===== config.mk =====
export PLATFORM = sky130hd
export DESIGN_NAME = gcp_residue_comp
export DESIGN_NICKNAME = d
export VERILOG_FILES = /design/src/rtl/gcp_pkg.sv /design/src/rtl/gcp_phase_acc.sv /design/src/rtl/gcp_shape_lut.sv /design/src/rtl/gcp_diff_corr.sv /design/src/rtl/gcp_nsq.sv /design/src/rtl/gcp_residue_comp.sv
export SDC_FILE = /design/constraint.sdc
export NUM_CORES = 1
export LEC_CHECK = 0
export BUFFER_PORTS_ARGS = -buffer_cell sky130_fd_sc_hd__buf_2
export CAP_MARGIN = 25
export CORE_MARGIN = 1.5
export CORE_UTILIZATION = 34
export CTS_BUF_LIST = sky130_fd_sc_hd__clkbuf_8
export CTS_CLUSTER_DIAMETER = 100
export DETAILED_ROUTE_END_ITERATION = 12
export GPL_TIMING_DRIVEN = 0
export PLACE_DENSITY = 0.62
export SYNTH_ARGS = -nofsm -noshare
export SYNTH_HDL_FRONTEND = slang
export SYNTH_SLANG_ARGS = --single-unit

===== constraint.sdc =====
create_clock -name clk_i -period 5.6 [get_ports clk_i]
set_clock_uncertainty 0.15 [all_clocks]
set_input_delay 1.68 -clock clk_i [delete_from_list [all_inputs] [get_ports clk_i]]
set_output_delay 1.68 -clock clk_i [all_outputs]
set_load 0.005 [all_outputs]

===== src/rtl/gcp_pkg.sv =====
package gcp_pkg;
  // Quadratic shape-correction entry, peak scaled to just under 2^dw
  function automatic int unsigned shape_entry(int unsigned a, int unsigned aw, int unsigned dw);
    int unsigned amax;
    amax = (32'd1 << aw) - 1;
    return (a * (amax - a)) >> (2 * aw - dw - 2);
  endfunction

  function automatic int unsigned max_u(int unsigned x, int unsigned y);
    return (x > y) ? x : y;
  endfunction
endpackage


===== src/rtl/gcp_phase_acc.sv =====
module gcp_phase_acc #(
  parameter int unsigned ACC_W = 20
) (
  input  logic             clk_i,
  input  logic             rst_ni,
  input  logic             stb_i,
  input  logic [ACC_W-1:0] fcw_i,
  output logic [ACC_W-1:0] residue_o,
  output logic             carry_o
);
  logic [ACC_W:0] sum;

  // LSB forced high to randomize the residue
  assign sum = {1'b0, residue_o} + {1'b0, (fcw_i | ACC_W'(1))};

  always_ff @(posedge clk_i or negedge rst_ni) begin
    if (!rst_ni) begin
      residue_o <= '0;
      carry_o   <= 1'b0;
    end else if (stb_i) begin
      residue_o <= sum[ACC_W-1:0];
      carry_o   <= sum[ACC_W];
    end
  end
endmodule


===== src/rtl/gcp_shape_lut.sv =====
module gcp_shape_lut #(
  parameter int unsigned AW = 6,
  parameter int unsigned DW = 4
) (
  input  logic [AW-1:0] addr_i,
  output logic [DW-1:0] data_o
);
  localparam int unsigned DEPTH = 1 << AW;

  logic [DW-1:0] tbl [DEPTH];

  // contents fixed at elaboration
  for (genvar i = 0; i < DEPTH; i++) begin : g_ent
    localparam int unsigned VAL = gcp_pkg::shape_entry(i, AW, DW);
    assign tbl[i] = DW'(VAL);
  end

  assign data_o = tbl[addr_i];
endmodule


===== src/rtl/gcp_diff_corr.sv =====
module gcp_diff_corr #(
  parameter int unsigned DW      = 4,
  parameter int unsigned SCALE   = 3,
  parameter int unsigned CORR_SH = 8,
  localparam int unsigned SC_W   = $clog2(SCALE + 1) + 1,
  localparam int unsigned CORR_W = DW + 1 + SC_W + CORR_SH
) (
  input  logic                     clk_i,
  input  logic                     rst_ni,
  input  logic                     stb_i,
  input  logic                     en_i,
  input  logic [DW-1:0]            lut_i,
  output logic signed [CORR_W-1:0] corr_o
);
  logic [DW-1:0]            prev_q;
  logic signed [DW:0]       delta;
  logic signed [CORR_W-1:0] scaled;

  // history advances every strobe, cleared on reset
  always_ff @(posedge clk_i or negedge rst_ni) begin
    if (!rst_ni)    prev_q <= '0;
    else if (stb_i) prev_q <= lut_i;
  end

  assign delta  = signed'({1'b0, lut_i}) - signed'({1'b0, prev_q});
  assign scaled = (CORR_W'(delta) * signed'(CORR_W'(SCALE))) <<< CORR_SH;
  assign corr_o = en_i ? scaled : '0;
endmodule


===== src/rtl/gcp_nsq.sv =====
module gcp_nsq #(
  parameter int unsigned IN_W  = 23,
  parameter int unsigned DAC_W = 7,
  parameter int unsigned Q     = 13
) (
  input  logic                   clk_i,
  input  logic                   rst_ni,
  input  logic                   stb_i,
  input  logic signed [IN_W-1:0] word_i,
  output logic [DAC_W-1:0]       code_o
);
  localparam logic signed [IN_W-1:0] CODE_MAX = IN_W'((1 << DAC_W) - 1);

  logic [Q-1:0]           err_q;
  logic signed [IN_W-1:0] s;
  logic signed [IN_W-1:0] quo;
  logic [DAC_W-1:0]       code_d;

  assign s   = word_i + signed'({{(IN_W-Q){1'b0}}, err_q});
  assign quo = s >>> Q;

  always_comb begin
    if (quo < 0)             code_d = '0;
    else if (quo > CODE_MAX) code_d = CODE_MAX[DAC_W-1:0];
    else                     code_d = quo[DAC_W-1:0];
  end

  // first-order error feedback
  always_ff @(posedge clk_i or negedge rst_ni) begin
    if (!rst_ni) begin
      err_q  <= '0;
      code_o <= '0;
    end else if (stb_i) begin
      err_q  <= s[Q-1:0];
      code_o <= code_d;
    end
  end
endmodule


===== src/rtl/gcp_residue_comp.sv =====
module gcp_residue_comp #(
  parameter int unsigned ACC_W   = 20,
  parameter int unsigned LUT_AW  = 6,
  parameter int unsigned LUT_DW  = 4,
  parameter int unsigned DAC_W   = 7,
  parameter int unsigned SCALE   = 3,
  parameter int unsigned CORR_SH = 8
) (
  input  logic             clk_i,
  input  logic             rst_ni,
  input  logic             ref_stb_i,
  input  logic             comp_en_i,
  input  logic [ACC_W-1:0] fcw_i,
  output logic             carry_o,
  output logic [DAC_W-1:0] dac_code_o
);
  localparam int unsigned SC_W   = $clog2(SCALE + 1) + 1;
  localparam int unsigned CORR_W = LUT_DW + 1 + SC_W + CORR_SH;
  localparam int unsigned SUM_W  = gcp_pkg::max_u(ACC_W, CORR_W) + 3;
  localparam int unsigned Q      = ACC_W - DAC_W;

  logic [ACC_W-1:0]         residue;
  logic [LUT_DW-1:0]        lut_val;
  logic signed [CORR_W-1:0] corr_w;
  logic signed [SUM_W-1:0]  comp_word;

  gcp_phase_acc #(.ACC_W(ACC_W)) u_acc (
    .clk_i     (clk_i),
    .rst_ni    (rst_ni),
    .stb_i     (ref_stb_i),
    .fcw_i     (fcw_i),
    .residue_o (residue),
    .carry_o   (carry_o)
  );

  gcp_shape_lut #(.AW(LUT_AW), .DW(LUT_DW)) u_lut (
    .addr_i (residue[ACC_W-1 -: LUT_AW]),
    .data_o (lut_val)
  );

  gcp_diff_corr #(.DW(LUT_DW), .SCALE(SCALE), .CORR_SH(CORR_SH)) u_diff (
    .clk_i  (clk_i),
    .rst_ni (rst_ni),
    .stb_i  (ref_stb_i),
    .en_i   (comp_en_i),
    .lut_i  (lut_val),
    .corr_o (corr_w)
  );

  assign comp_word = signed'(SUM_W'(residue)) + SUM_W'(corr_w);

  gcp_nsq #(.IN_W(SUM_W), .DAC_W(DAC_W), .Q(Q)) u_nsq (
    .clk_i  (clk_i),
    .rst_ni (rst_ni),
    .stb_i  (ref_stb_i),
    .word_i (comp_word),
    .code_o (dac_code_o)
  );
endmodule


==> impl_metrics.ini, run 1 <==
[setup_path]
crit_type = reg -> reg
crit_fanout = 7
crit_arrival_ps = 5920
cp-start-kind = flip-flop
slowest_stage = fa_2
cpPeakStageDelay_ps = 530
path_buf_inv = 4
required_ps = 5650
critPathMostFrequentCell = ha_4
path_delay_family = adder cells
endpoint_kind = flip-flop

[global_route]
antenna_found_initial = 0
use_met2_pct = 28.5
use_met3_pct = 3.02
grt_max_degree = 34
busiest_layer = met2
grt_use_total_pct = 16.2
use_met1_pct = 19.7
grt_pass1_wl_microns = 18800
grt_pass1_vias = 3980
grt_overflow = 0

[timing]
finalCritPeriodShare_pct = 105
setup_viol_count_final = 7
slew_headroom_pct = 45.7
tightest_slew_ps = 814
finalHoldViolCount = 0
min_period_ps = 5870
max_freq_mhz = 170
slew_violations = 0
rsz0062_at_grt = true
fin_ws_ps = -267

[synth]
yosys.area_share.simple_pct = 11.7
synth_top_family_by_area = compound AO/OA/AOI/OAI gates
synthMuxAreaShare_pct = 6.77
synth-xor-area-share_pct = 7.06
synth-edff-count = 0
yosys.area.top_type = dfrtp_1
yosysUniqueCellTypes = 64
synth-seq-cells = 45
synth_fp_nets = 608
postSynthCellCount = 504
synth_ff_type = dfrtp_1
avgSynthCellArea_sq_um = 9.32
netlist_area_sq_um = 4700
synth_sequential_area_ratio_pct = 24.0
synth-compound-area-share_pct = 24.1
ys_warn_count = 0
async_reset_ff_share_pct = 100
synth.top_cell.area_share_pct = 24.0
synthTopCellsByArea = dfrtp_1 (24%), ha_1 (19%), xnor2_1 (5.4%)
synthAdderAreaFrac_pct = 22.7

[placement]
port_buffers = 29
placed_area_sq_um = 5230
hpwl_microns = 8900
place_congestion = 0.804

[floorplanning]
die_x_microns = 121
die_y_microns = 121
ios = 32
core-area_sq_um = 13300
start_util_pct = 35.2
dieArea_sq_um = 14500
rows = 42

[detailed_routing]
vias_per_cell = 5.42
antenna_left = 0
vias = 3987
routed_wl_microns = 11800
drtIter0Drc = 227
routedWlPerCell_microns = 16.0
drcViolationCount = 0
drtPass1Iterations = 5

[final_layout]
final-seq-area_sq_um = 1130
final_cell_mix = ha_1 (54), dfrtp_1 (42), a21oi_1 (38), buf_2 (32), nor2_1 (29)
areaGrowthSynthToFinish_pct = 23.0
multi_input_area_sq_um = 3810
fin_nets = 663
final_common_cell = ha_1
design_area_sq_um = 5780
layout-drive-gt1-share_pct = 28.0
n_fill_cell = 1302
antenna_cells = 0

[clock_tree]
cts-htree-levels = 2
cts_buffers = 5
clock_path_buffers = 2
clk_pin_slew_worst_paths_ps = 90
clkLatencyLatePin_ps = 320
clock_sinks = 45
tritoncts = done
postCtsHoldBufs = 0
cts_root_buf = clkbuf_8

[status]
violations = negative setup slack
status = finished, violations left

[worst_hold_path]
hp-class = reg -> reg

[flow_run]
maxCapViolCount = 0
==> layout make-up <==
class	instances	area share [%]
clock inverter	3	0.801
timing repair buffer	48	5.41
multi-input combinational	413	65.9
sequential	45	19.5
buffer	14	1.10
tap	176	3.81
clock buffer	5	1.19
inverter	32	2.21
==> layer usage <==
layer  vias up  share of wire (%)  wire length, microns
met4         0                3.0                   352
met2        84                 49                  5720
met3        22                4.2                   491
met5         -                  0                     0
li1       1964                  -                     -
met1      1917                 44                  5200
==> cell families (layout without fill, tap and decap cells) <==
logic type	Yosys count	in the layout
AO/OA/AOI/OAI	160	160
XOR/XNOR	37	37
adder cells (fa/ha/maj)	80	80
buffers and inverters	46	102
flip-flops	45	45
multiplexers	29	29
AND/OR/NAND/NOR	107	107
==> timing repair <==
item,4_1_cts,5_1_grt
gates cloned,0,0
setup endpoints to repair,7,7
setup buffers,11,7
pin swaps,23,29
resized for setup,26,32
==> registers in the layout (all words and copies together) (netlist names) <==
| name | count |
|---|---|
| u_diff.prev_q | 4 |
| u_nsq.code_o | 7 |
| u_nsq.err_q | 13 |
| u_acc.carry_o | 1 |
| u_acc.residue_o | 20 |
==> path summary, 6_finish.rpt <==
path | from | to | slack (ps) | depth (start not counted)
setup / recovery | u_acc.residue_o[15] | u_nsq.code_o[0] | -270 | 27
hold / removal | u_acc.carry_o | u_acc.carry_o | 370 | 2
setup reg to reg | u_acc.residue_o[15] | u_nsq.code_o[0] | -270 | 27
hold reg to reg | u_acc.carry_o | u_acc.carry_o | 370 | 2
max in group asynchronous | rst_ni | u_nsq.code_o[3] | 3680 | 2
min in group asynchronous | rst_ni | u_diff.prev_q[1] | 1110 | 1
==> Yosys cell counts (2+ instances only) <==
cell type and instances:
and3_1 6, a211oi_2 2, and2_1 5, fa_1 9, ha_1 71, o31ai_1 3, a31oi_1 4, nand2b_1 8
inv_1 32, a211oi_1 9, nand3b_1 2, nand2_1 27, o21bai_1 5, o311ai_0 2, o21a_1 8, a21oi_1 43
xor2_1 7, mux2i_1 7, nor2b_1 9, a221oi_1 3, dfrtp_1 45, clkbuf_1 7, mux2_2 22, nor3b_1 3
nor3_1 6, a21o_1 19, o211ai_1 3, a31o_2 2, xnor2_1 29, buf_1 6, nor2_1 29, a21boi_0 2
nand3_1 4, o21ai_0 28, o221a_1 7, nor4_2 2
==> worst min-delay path, stage by stage (launching register included) <==
cell and delay, ps:
dfrtp_1 350, mux2i_1 60, o21ai_0 70
==> through the flow <==
step	util, %	hold slack [ps]	worst slack, ps	cells	TNS, ps
after detailed placement	39.2	353	-920	710	-6380
after CTS	41.6	374	-295	729	-1950
after global routing	43.3	378	-509	736	-3510
after floorplan	-	335	-48.9	504	-342
after global placement	39.1	346	-861	709	-6020
final	43.3	367	-267	736	-1780
Power of run 1 is left out: the tool's default activity adds up to more than one toggle a clock period on the data nets, which glitch-free logic cannot reach.
==> run 2, diff against run 1 <==
- RECOVER_POWER: not set -> 50
==> run 2 against run 1 <==
The run ends with max-capacitance violations, max-slew violations, negative setup slack left. Cell area fell by 0.30%. Sequential cell count did not move. Final cell count did not move. Clock-buffer cell count did not move. First-iteration DRC count fell by 2.2%. Non-clock buffer count did not move. Fmax barely moved. Via count barely moved. Critical path depth did not move. Sequential share of layout area rose by 0.059 points. Global-route usage did not move. Highest routed layer unchanged.
==> impl_metrics.ini, run 2 (same netlist as run 1, synthesis figures left out) <==
[status]
status = finished, violations left
violations = max-capacitance violations, max-slew violations, negative setup slack

[floorplanning]
core-area_sq_um = 13300
die_y_microns = 121
ios = 32
dieArea_sq_um = 14500
start_util_pct = 35.2
rows = 42
die_x_microns = 121

[detailed_routing]
drtIter0Drc = 222
drcViolationCount = 0
routed_wl_microns = 11800
routedWlPerCell_microns = 16.0
antenna_left = 0
drtPass1Iterations = 5
vias_per_cell = 5.42
vias = 3990

[timing]
slew_headroom_pct = -20.6
finalCritPeriodShare_pct = 105
max_freq_mhz = 170
finalHoldViolCount = 0
fin_ws_ps = -268
min_period_ps = 5870
setup_viol_count_final = 7
tightest_slew_ps = 1810
rsz0062_at_grt = true
slew_violations = 34

[worst_hold_path]
hp-class = reg -> reg
min_from = u_acc.carry_o

[setup_path]
required_ps = 5650
crit_type = reg -> reg
timing.rr.start = u_acc.residue_o[15]
crit_arrival_ps = 5920
cp-start-kind = flip-flop
r2r_slack_ps = -270
critPathLaunch = u_acc.residue_o[15]
crit_fanout = 7
endpoint_kind = flip-flop

[clock_tree]
clock_path_buffers = 2
cts-htree-levels = 2
tritoncts = done
clock_sinks = 45
clkLatencyLatePin_ps = 320
postCtsHoldBufs = 0
clk_pin_slew_worst_paths_ps = 90
cts_buffers = 5
cts_root_buf = clkbuf_8

[final_layout]
postLayoutCoreUtil_pct = 43.2
areaGrowthSynthToFinish_pct = 22.7
final_common_cell = ha_1
largest_register_ffs = 20
final_cell_mix = ha_1 (54), dfrtp_1 (42), a21oi_1 (38), buf_2 (31), nor2_1 (29)
design_area_sq_um = 5760
antenna_cells = 0
fin_nets = 663
max_flop_register = u_acc.residue_o
largestRegisters = u_acc.residue_o (20), u_nsq.err_q (13), u_nsq.code_o (7)
layout-drive-gt1-share_pct = 27.7

[global_route]
grt_pass1_vias = 3980
use_met3_pct = 3.02
grt_overflow = 0
antenna_found_initial = 0
grt_use_total_pct = 16.2
grt_max_degree = 34
use_met1_pct = 19.7
busiest_layer = met2
grt_pass1_wl_microns = 18800
use_met2_pct = 28.5

[flow_run]
maxCapViolCount = 1

[placement]
place_congestion = 0.804
port_buffers = 29
hpwl_microns = 8900
placed_area_sq_um = 5230
post-place-ws_ps = -920
run 2: cell count changes in the layout (fill, tap and decap cells not counted), sizes merged:
cell    before  now
clkbuf      11   13
buf         56   54
run 2: path summary, 6_finish.rpt:
kind	endpoint	depth (start not counted)
max	u_nsq.code_o[0]	27
min	u_acc.carry_o	2
max reg2reg	u_nsq.code_o[0]	27
min reg2reg	u_acc.carry_o	2
max in group asynchronous	u_nsq.code_o[3]	2
min in group asynchronous	u_diff.prev_q[1]	1
run 2: timing repair:
item,4_1_cts,5_1_grt
cloned,0,0
buffers inserted,11,7
gates resized for setup,26,32
pin swaps,23,29
endpoints found under the setup margin,7,7
run 2: cell type report:
cell class	count	area [sq um]
multi-input combinational	413	3810
sequential	45	1130
tap	176	220
fill	1303	7590
clock inverter	3	46.3
clock buffer	5	68.8
inverter	32	128
buffer	14	63.8
timing repair buffer	48	295
run 2: routing by layer:
metal	routed length, microns	vias to the layer above
met5	0	-
met4	357	0
met3	469	24
met2	5720	80
met1	5240	1922
li1	-	1964
run 2: metrics by stage:
stage	setup TNS, ps	std cells	hold slack, ps
final	-1780	736	367
after global routing	-3510	736	378
after CTS	-1950	729	374
after detailed placement	-6380	710	353
after global placement	-6020	709	346
after floorplan	-342	504	335
run 2: worst max-delay path, cell delays in order, from the launching register on:
cell and delay (ps):
dfrtp_2 480, inv_4 110, ha_4 220, nand2_4 60
o21ai_2 60, a211oi_2 200, a21oi_1 70, mux2_4 320
ha_4 170, fa_2 530, inv_2 60, ha_4 270
ha_4 120, inv_2 30, fa_2 360, xnor2_2 140
nand2_1 80, fa_1 500, inv_2 50, ha_4 290
o21a_1 140, o211a_1 170, o21ai_2 70, o31ai_2 280
a211oi_2 140, xnor2_2 220, o2111ai_4 190, o221a_1 270
Power of run 2 is left out for the same reason.
==> run 3, diff against run 2 <==
- PLACE_DENSITY: 0.62 -> 0.61
- SYNTH_HIERARCHICAL: not set -> 1
==> run 3 against run 2 <==
The run still ends with max-capacitance violations, max-slew violations, negative setup slack left. Clock-buffer cell count is the same. Core utilization up 1.0 points. Sequential cell count stayed put. Non-clock buffer count increased by 41. Register-to-register slack worse by 150 ps. Synthesized area is 18% higher. First-iteration DRC count shrank 22%. Fmax shrank 2.6%. Setup slack worse by 150 ps. Synthesized cell count rose by 26%. Critical path depth is 5 higher. Critical endpoint is now u_nsq/code_o[5]. Largest cell class unchanged.
==> impl_metrics.ini, run 3 <==
[floorplanning]
rows = 46
die_x_microns = 131
start_util_pct = 34.9
core-area_sq_um = 15900
die_y_microns = 131
dieArea_sq_um = 17100
ios = 32

[synth]
yosys.area.top_type = dfrtp_1
synthTopCellsByArea = dfrtp_1 (20%), ha_1 (16%), xnor2_1 (5.4%)
ys_warn_count = 6
synth_sequential_area_ratio_pct = 20.3
avgSynthCellArea_sq_um = 8.76
yosysUniqueCellTypes = 88
synth-seq-cells = 45
netlist_area_sq_um = 5550
async_reset_ff_share_pct = 100
synth-edff-count = 0
synth.top_cell.area_share_pct = 20.3
synth_ff_type = dfrtp_1
synth_most_common_cell = ha_1
synthTopCellsByCount = ha_1 (71), a21oi_1 (55), nand2_1 (49)
postSynthCellCount = 633

[detailed_routing]
routedWlPerCell_microns = 15.4
antenna_left = 0
vias = 5098
met2_length_microns = 7240
wl_met1_microns = 6540
drtIter0Drc = 173
wl_met3_microns = 480
routed_wl_microns = 14500
routed.top_layer = met4
drtPass1Iterations = 6
drcViolationCount = 0
vias_per_cell = 5.42

[flow_run]
maxCapViolCount = 1

[final_layout]
fin_nets = 824
largest_register_ffs = 20
final_common_cell = ha_1
design_area_sq_um = 7020
max_flop_register = u_acc/residue_o
antenna_cells = 0
largestRegisters = u_acc/residue_o (20), u_nsq/err_q (13), u_nsq/code_o (7)
areaGrowthSynthToFinish_pct = 26.6
n_fill_cell = 1556
stdcell_count = 941
final_cell_mix = ha_1 (52), buf_4 (50), nand2_1 (46), a21oi_1 (44), nor2_1 (41)
layout-drive-gt1-share_pct = 31.6

[placement]
hpwl_microns = 10800
place_congestion = 0.891
port_buffers = 30
placed_area_sq_um = 6280
post-place-ws_ps = -888
place_inst = 887

[worst_hold_path]
whs_path_depth = 1
hp-class = reg -> reg

[timing]
rsz0062_at_grt = true
tns_ps = -2890
min_period_ps = 6020
slew_headroom_pct = -34.7
max_freq_mhz = 166
finalCritPeriodShare_pct = 108
slew_violations = 35
tightest_slew_ps = 2020
finalHoldViolCount = 0
fin_ws_ps = -422
setup_viol_count_final = 7

[setup_path]
ff2ff_path_depth = 32
endpoint_kind = flip-flop
cp-start-kind = flip-flop
required_ps = 5620
crit_cells = 32
slowest_stage = dfrtp_2
path_delay_family = adder cells
crit_fanout = 7
cpPeakStageDelay_ps = 440
crit_arrival_ps = 6040
critPathMostFrequentCell = ha_4
crit_type = reg -> reg
path_buf_inv = 5

[clock_tree]
tritoncts = done
clk_pin_slew_worst_paths_ps = 90
cts_buffers = 5
cts-htree-levels = 2
clock_sinks = 45
postCtsHoldBufs = 0
clkLatencyLatePin_ps = 330
cts_root_buf = clkbuf_8
clock_path_buffers = 2

[global_route]
grt_use_total_pct = 17.7
grt_overflow = 0
grt_max_degree = 35
grt_pass1_wl_microns = 24000
antenna_found_initial = 0
grt_pass1_vias = 5067

[status]
violations = max-capacitance violations, max-slew violations, negative setup slack
status = finished, violations left
run 3: area by class of cell:
| class | count | area (sq um) | share of cell area (%) |
|---|---|---|---|
| Buffer | 26 | 161 | 2.30 |
| Clock buffer | 5 | 68.8 | 0.980 |
| Clock inverter | 3 | 13.8 | 0.196 |
| Inverter | 26 | 103 | 1.46 |
| Timing Repair Buffer | 77 | 563 | 8.02 |
| Sequential cell | 45 | 1130 | 16.1 |
| Multi-Input combinational cell | 543 | 4710 | 67.0 |
| Tap cell | 216 | 270 | 3.85 |
run 3: cells by family (layout without fill, tap and decap cells):
logic type / Yosys count / after routing / share of synthesized area [%]
AOI/OAI and AO/OA: 192 / 192 / 26.4
and+or+nand+nor: 189 / 189 / 17.6
adders and majority gates: 76 / 76 / 17.8
xor gates and xnor gates: 53 / 53 / 8.37
buffers and inverters: 52 / 137 / 4.44
DFF: 45 / 45 / 20.3
muxes: 25 / 25 / 4.99
other: 1 / 8 / 0.0676
run 3: routing by layer:
metal,vias up,GRT usage (%)
met4,0,6.21
met5,-,0
met2,79,32.0
li1,2516,-
met1,2485,21.4
met3,18,2.73
run 3: worst register-to-register path: cells and delay by family, from the launching register on:
family	cells	cell delay, ps
fa+ha+maj	7	1930
compound gates	10	1460
simple gates	7	940
buf+inv	5	490
flops	1	440
xor+xnor	3	440
run 3: worst paths after layout:
kind	from	end	slack [ps]
min in group asynchronous	rst_ni	u_nsq/err_q[4]	1190
max in group asynchronous	rst_ni	u_acc/residue_o[19]	1670
hold / removal	u_nsq/err_q[0]	u_nsq/err_q[0]	370
setup reg to reg	u_acc/residue_o[14]	u_nsq/code_o[5]	-420
hold reg to reg	u_nsq/err_q[0]	u_nsq/err_q[0]	370
setup / recovery	u_acc/residue_o[14]	u_nsq/code_o[5]	-420
run 3: per-stage QoR:
stage | util, % | hold WS (ps)
global route | 44.2 | 387
detailed placement | 39.5 | 352
finish | 44.2 | 370
global placement | 39.4 | 345
floorplan | - | 334
CTS | 43.3 | 373
run 3: repair_timing:
| action | in CTS | in global routing |
|---|---|---|
| buffers inserted | 34 | 12 |
| pin swaps | 44 | 30 |
| setup endpoints to repair | 7 | 7 |
| resized for setup | 49 | 11 |
Power of run 3 is left out for the same reason.
